==> src/rtl/cr_seq_pkg.sv <==
package cr_seq_pkg;
  parameter int PC_W = 6;
  parameter int PG_W = 4;

  typedef struct packed {
    logic ret;
    logic call;
    logic br;
  } seq_go_t;
endpackage

==> src/rtl/cr_cond_flag.sv <==
module cr_cond_flag (
  input  logic clk,
  input  logic rst,
  input  logic clr_req,
  output logic cond
);
  always_ff @(posedge clk) begin
    if (rst) cond <= 1'b1;
    else     cond <= ~clr_req;
  end

  p_flag_drop_r3: assert property (@(posedge clk) disable iff (rst)
    clr_req |=> !cond);
  p_flag_recover_r3: assert property (@(posedge clk) disable iff (rst)
    (!cond && !clr_req) |=> cond);
endmodule

==> src/rtl/cr_pc_unit.sv <==
module cr_pc_unit
  import cr_seq_pkg::*;
#(
  parameter int AW = PC_W
) (
  input  logic          clk,
  input  logic          rst,
  input  seq_go_t       go,
  input  logic          call_busy,
  input  logic [AW-1:0] target,
  output logic [AW-1:0] pc,
  output logic [AW-1:0] ret_addr
);
  localparam logic [AW-1:0] ONE = AW'(1);

  logic [AW-1:0] pc_inc;
  assign pc_inc = pc + ONE;

  always_ff @(posedge clk) begin
    if (rst) begin
      pc       <= '0;
      ret_addr <= '0;
    end else begin
      if (go.ret)                pc <= ret_addr;
      else if (go.call || go.br) pc <= target;
      else                       pc <= pc_inc;
      if (go.call && !call_busy) ret_addr <= pc_inc;
    end
  end

  p_pc_step_r2: assert property (@(posedge clk) disable iff (rst)
    !(go.ret || go.call || go.br) |=> pc == $past(pc) + ONE);
  p_ret_pc_r8: assert property (@(posedge clk) disable iff (rst)
    go.ret |=> pc == $past(ret_addr));
  p_nested_keep_ret_r9: assert property (@(posedge clk) disable iff (rst)
    (go.call && call_busy) |=> $stable(ret_addr));
endmodule

==> src/rtl/cr_page_unit.sv <==
module cr_page_unit
  import cr_seq_pkg::*;
#(
  parameter int GW = PG_W
) (
  input  logic          clk,
  input  logic          rst,
  input  seq_go_t       go,
  input  logic          ldpg,
  input  logic [GW-1:0] konst,
  output logic [GW-1:0] cur_pg,
  output logic [GW-1:0] buf_pg,
  output logic          call_busy
);
  always_ff @(posedge clk) begin
    if (rst) begin
      cur_pg    <= '0;
      buf_pg    <= '0;
      call_busy <= 1'b0;
    end else begin
      if (go.ret) begin
        cur_pg    <= buf_pg;
        call_busy <= 1'b0;
      end else if (go.call) begin
        buf_pg <= cur_pg;
        if (!call_busy) begin
          cur_pg    <= buf_pg;
          call_busy <= 1'b1;
        end
      end else if (go.br && !call_busy) begin
        cur_pg <= buf_pg;
      end
      if (ldpg && !go.call) buf_pg <= konst;
    end
  end

  p_ret_clears_r8: assert property (@(posedge clk) disable iff (rst)
    go.ret |=> !call_busy);
  p_call_swap_r7: assert property (@(posedge clk) disable iff (rst)
    (go.call && !call_busy) |=> (cur_pg == $past(buf_pg)) && (buf_pg == $past(cur_pg)) && call_busy);
  p_nested_r9: assert property (@(posedge clk) disable iff (rst)
    (go.call && call_busy) |=> $stable(cur_pg) && (buf_pg == $past(cur_pg)));
  p_ldpg_only_r10: assert property (@(posedge clk) disable iff (rst)
    (ldpg && !go.call && !go.ret && !go.br) |=> $stable(cur_pg) && (buf_pg == $past(konst)));
endmodule

==> src/rtl/cr_page_seq.sv <==
module cr_page_seq
  import cr_seq_pkg::*;
#(
  parameter int AW = PC_W,
  parameter int GW = PG_W
) (
  input  logic          clk,
  input  logic          rst,
  input  logic          br_req,
  input  logic          call_req,
  input  logic          ret_req,
  input  logic          ldpg_req,
  input  logic [AW-1:0] jump_field,
  input  logic [GW-1:0] page_const,
  input  logic          cond_clr,
  output logic [AW-1:0] pc,
  output logic [GW-1:0] page
);
  logic          cond;
  logic          call_busy;
  logic [GW-1:0] buf_pg;
  logic [AW-1:0] ret_addr;
  seq_go_t       go;

  // priority: return, then call, then branch; call/branch need the flag
  always_comb begin
    go.ret  = ret_req;
    go.call = call_req && cond && !ret_req;
    go.br   = br_req && cond && !ret_req && !call_req;
  end

  cr_cond_flag u_flag (
    .clk(clk), .rst(rst), .clr_req(cond_clr), .cond(cond)
  );

  cr_pc_unit #(.AW(AW)) u_pc (
    .clk(clk), .rst(rst), .go(go), .call_busy(call_busy),
    .target(jump_field), .pc(pc), .ret_addr(ret_addr)
  );

  cr_page_unit #(.GW(GW)) u_page (
    .clk(clk), .rst(rst), .go(go), .ldpg(ldpg_req), .konst(page_const),
    .cur_pg(page), .buf_pg(buf_pg), .call_busy(call_busy)
  );

  p_one_taken_r11: assert property (@(posedge clk) disable iff (rst)
    $countones({go.ret, go.call, go.br}) <= 1);
  p_blocked_r4: assert property (@(posedge clk) disable iff (rst)
    (!cond && !ret_req) |=> pc == $past(pc) + AW'(1) && $stable(page));
endmodule

==> config.mk <==
export PLATFORM = sky130hd
export DESIGN_NAME = cr_page_seq
export DESIGN_NICKNAME = d
export VERILOG_FILES = /design/src/rtl/cr_seq_pkg.sv /design/src/rtl/cr_cond_flag.sv /design/src/rtl/cr_pc_unit.sv /design/src/rtl/cr_page_unit.sv /design/src/rtl/cr_page_seq.sv
export SDC_FILE = /design/constraint.sdc
export NUM_CORES = 1
export LEC_CHECK = 0
export CELL_PAD_IN_SITES_DETAIL_PLACEMENT = 0
export CELL_PAD_IN_SITES_GLOBAL_PLACEMENT = 1
export CORE_ASPECT_RATIO = 0.7
export CORE_UTILIZATION = 37
export CTS_CLUSTER_DIAMETER = 30
export DETAILED_ROUTE_END_ITERATION = 12
export GPL_TIMING_DRIVEN = 0
export PLACE_DENSITY_LB_ADDON = 0.1
export SETUP_SLACK_MARGIN = 0.02
export SYNTH_ARGS = -nofsm -noshare
export SYNTH_HDL_FRONTEND = slang
export SYNTH_HIERARCHICAL = 1
export SYNTH_SLANG_ARGS = --single-unit
export TNS_END_PERCENT = 30
==> constraint.sdc <==
create_clock -name clk -period 3.3 [get_ports clk]
set_input_delay 0.33 -clock clk [delete_from_list [all_inputs] [get_ports clk]]
set_output_delay 0.33 -clock clk [all_outputs]
set_load 0.05 [all_outputs]
# After elaboration in Yosys (flattened, before gate mapping)
# Cells that the tools add are included.
# W data, S select, Z words.
[totals]
register_bits = 22
output_inout_bits = 10
wordCells = 37
[classes]
addsub = 1
n_reduce_logical = 18
eq_ne = 2
mux = 9
n_bitwise = 1
[ops]
columns = ["op", "n"]
rows = [
  ["$mux W4", 7],
  ["$mux W6", 2],
  ["$logic_and A1 B1 Y1", 8],
  ["$add A6 B1 Y6 const B", 1],
  ["$logic_not A1 Y1", 4],
  ["$reduce_and A2 Y1", 2],
  ["$ne A3 B3 Y1 const B", 1],
  ["$reduce_bool A3 Y1", 1],
  ["$ne A2 B1 Y1 const B", 1],
  ["$reduce_bool A2 Y1", 1],
  ["$reduce_or A2 Y1", 1],
  ["$logic_or A1 B1 Y1", 1],
  ["$not A1 Y1", 1],
]

# Longest topological paths before layout
[logic_depth]
depth_word = 7
mapped_depth = 5
ltp_nobuf = 5

# Modules after synthesis
# The synthesis kept the hierarchy.
[modules_own_cells]
columns = ["mod", "seq_area_each_um2", "area_per_inst_um2", "n_inst", "cells_per_inst"]
rows = [
  ["cr_pc_unit", 240.2, 538.0, 1, 63],
  ["cr_page_unit", 180.2, 402.9, 1, 42],
  ["cr_cond_flag", 20.0, 26.3, 1, 2],
  ["cr_page_seq", 0.0, 22.5, 1, 2],
]

# Least setup slack after synthesis
# Ideal clock, no wire load.
[synth_timing]
path_type = "reg-to-reg"
from = "register u_pc.pc[0]"
to = "register u_pc.pc[4]"
t_arrival_ns = 1.638
period_less_slack_ns = 1.708
setup_time_ns = 0.071
required_ns = 3.229
slack_ns = 1.592
path_stages_with_launch = 6
path_cell_list = "dfxtp_1 ha_1 nand3_1 xor2_1 a211o_1 a21oi_1"
[synth_between]
elab_chain_len = 3
[synth_lines]
columns = ["item", "line_no", "text"]
rows = [
  ["start: declaration", "cr_pc_unit.sv:11", "output logic [AW-1:0] pc,"],
  ["start signal: assignment", "cr_pc_unit.sv:24", "if (go.ret) pc <= ret_addr;"],
  ["start signal: assignment", "cr_pc_unit.sv:25", "else if (go.call || go.br) pc <= target;"],
  ["start signal: assignment", "cr_pc_unit.sv:26", "else pc <= pc_inc;"],
  ["$add A6 B1 Y6", "cr_pc_unit.sv:17", "assign pc_inc = pc + ONE;"],
  ["$mux W6", "cr_pc_unit.sv:25", ""],
  ["$mux W6", "cr_pc_unit.sv:24", ""],
]
# Every way passes these cells.
# A chain may end at the register's enable or synchronous reset.

==> results.tsv <==
stage	metric	value	unit
outcome	status	finished clean	
floorplanning	die_h	45.3	um
cts	max-clock-path-buffers	2	
synth	syn_nets	127	
finish	area_growth	37.8	%
place	portBuffers	26	
timing	finalHoldViolCount	0	
route	wl_per_cell	12.1	um
global_routing	overflow	0	
power_and_ir_drop	sw_frac_of_total	24.9	%
timing	whs	455	ps
route	wl_met3	121	um
cts	clk_latency	260	ps
setup_path	start_kind	primary input	
run	drv_cap	0	
timing	max_freq	453	MHz
floorplanning	rows	15	
synth	synth_cell_types	25	
cts	cts-hold-fix-buffers	0	
cts	clkSinkCount	22	
floorplanning	core	2500	um^2
setup_path	critPathMaxFanout	9	
cts	h-tree-depth	1	
synth	synth-seq-area-share	44.5	%
synth	yosys_warnings	6	
route	top_layer_used	met4	
power_and_ir_drop	internal_power	0.000501	W
finish	nets	158	
timing	post-route-min-period	2210	ps
power_and_ir_drop	p_leak	0.515	nW
cts	clk_pin_slew	80	ps
setup_path	cp.required	3440	ps
route	wl_met2	832	um
timing	skew	2.53	ps
timing	setup-tns-final	0	ps
synth	synthCells	109	
power_and_ir_drop	clockPowerShare	37.6	%
power_and_ir_drop	combinationalPowerShare	18.3	%
synth	synth_seq_cells	22	
place	post-dp-hpwl	1570	um
floorplanning	dieWidth	63.8	um
power_and_ir_drop	ir_drop	283	uV
global_routing	antenna_found_initial	0	
route	wl	2100	um
setup_path	worstSetupPathType	primary input to flip-flop	
route	dr.pass1.iters	4	
cts	cts-buffers-inserted	3	
timing	rsz0062_at_grt	false	
setup_path	crit_arrival	2350	ps
route	drt_iter0_drc	51	
route	wl_met1	1140	um
timing	finalSetupViolCount	0	
global_routing	grt_start_max_net_pins	14	
cts	cts.repair.resized	0	
timing	finalCritPeriodShare	66.9	%
setup_path	path_cells	clkdlybuf4s50_1 > and4bb_2 > nor2_1 > mux2_2 > mux2i_1 > nor2_1	
setup_path	crit_slowest_cell	clkdlybuf4s50_1	
place	gp_congestion	0.788	
setup_path	cpPeakStageDelay	590	ps
finish	drive_above_1_share	6.47	%
floorplanning	die-area	2890	um^2
route	ant_nets	0	
floorplanning	io_pins	27	
synth	syn_avg_cell_area	9.08	um^2
finish	antenna_cells	0	
route	vias_per_cell	4.97	
route	drc	0	
setup_path	critPathMostFrequentCell	nor2_1	
power_and_ir_drop	power.density	489	nW/um^2
finish	postLayoutCoreUtil	54.6	%
global_routing	grt_pass1_wl	3180	um
power_and_ir_drop	seqPwrFrac	44.1	%
global_routing	grt_pass1_vias	699	
timing	relSlewSlack	55.4	%
setup_path	endpoint_kind	flip-flop	
synth	synth_area	990	um^2
timing	tightest_slew	666	ps
power_and_ir_drop	switching_power	0.000166	W
cts	cts_tree	built	
cts	cts_root_buf	clkbuf_8	
min_path	hold_class	flip-flop to flip-flop	
floorplanning	start_util	39.6	%
cts	post_cts_buffers	0	
global_routing	track_usage	15.3	%
timing	drv_slew	0	
route	num_vias	859	
## final timing paths
path,cells past startpoint,endpoint,slack [ps],start
worst max register to register,5,u_pc/pc[1],1490,u_flag/cond
worst min-delay path,2,u_pc/pc[5],460,u_pc/ret_addr[5]
worst max-delay path,6,u_pc/pc[1],1090,ret_req
worst min register to register,2,u_pc/pc[5],460,u_pc/ret_addr[5]
## registers in the layout (all words and copies together), names as in the netlist
name	cells
u_flag/cond	1
u_pc/pc	6
u_page/buf_pg	4
u_page/call_busy	1
u_page/cur_pg	4
u_pc/ret_addr	6
## Yosys cell counts
master	n	area (um^2)
nor2b_1	1	6.26
and3b_2	1	10.0
a211oi_1	8	60.1
o21ai_0	2	10.0
a311o_1	1	10.0
o21ba_2	1	10.0
dfxtp_1	22	440
nand2_1	5	18.8
nor2_1	19	71.3
nand3_1	3	15.0
clkbuf_2	1	5.00
or3_1	2	12.5
nand2b_1	11	68.8
xor2_1	2	17.5
clkbuf_1	4	15.0
a21oi_1	6	30.0
and4bb_2	1	12.5
mux2_2	1	11.3
a311oi_1	1	8.76
mux2i_1	10	100
buf_1	1	3.75
ha_1	1	12.5
a211o_1	3	26.3
xnor2_1	1	8.76
nor3_1	1	5.00
## area by class of cell
cell class              count  area [um^2]
flip-flops and latches     22          440
clock inverters             1         30.0
well taps                  34         42.5
multi-input cells          81          526
plain buffers               6         23.8
fillers                   229         1130
repair buffers             26          260
clock buffers               3         41.3
## stage by stage
stage | total power [W] | setup slack (ps) | instances | cell area, um^2
after floorplan | 0.000375 | 1590 | 109 | 990
after global placement | 0.000421 | 845 | 169 | 1290
after detailed placement | 0.000423 | 816 | 169 | 1290
after CTS | 0.000675 | 1100 | 173 | 1360
after global routing | 0.000698 | 1030 | 173 | 1360
final | 0.000667 | 1090 | 173 | 1360
## critical path, delay by kind of cell
family	cells	cell delay (ps)
buffers and inverters	1	590
muxes	2	540
and+or+nand+nor	3	890
## power groups by stage
stage	Sequential (W)	Combinational, W	Clock, W
after global placement	0.000300	0.000121	0
after detailed placement	0.000301	0.000122	0
final	0.000294	0.000122	0.000250
after floorplan	0.000324	0.0000509	0
after CTS	0.000295	0.000123	0.000258
after global routing	0.000297	0.000131	0.000270
## cells in the final DEF, fill, tap and decap left out, types with 2 or more instances in the layout
master,count
xor2_1,2
a211o_1,3
a21oi_1,6
o21ai_0,2
nand2_1,5
clkbuf_1,4
or3_1,2
nand3_1,3
dfxtp_1,22
clkbuf_8,3
nor2_1,19
a211oi_1,8
clkdlybuf4s50_1,26
mux2i_1,10
nand2b_1,11
## logic make-up (layout without fill, tap and decap cells)
| family | after synthesis | after routing | share of synthesized area, % |
|---|---|---|---|
| AND/OR/NAND/NOR | 44 | 44 | 22.3 |
| adder cells (fa/ha/maj) | 1 | 1 | 1.26 |
| multiplexers | 11 | 11 | 11.3 |
| AO/OA/AOI/OAI | 22 | 22 | 15.7 |
| buffers and inverters | 6 | 36 | 2.40 |
| flip-flops | 22 | 22 | 44.5 |
| XOR/XNOR | 3 | 3 | 2.66 |
## routing by layer
| layer | GRT usage [%] | vias up |
|---|---|---|
| met5 | 0 | - |
| met4 | 4.09 | 0 |
| met3 | 6.31 | 2 |
| met2 | 20.0 | 19 |
| met1 | 22.6 | 396 |
| li1 | - | 442 |
Note: power is estimated with default switching activity, not from simulation.
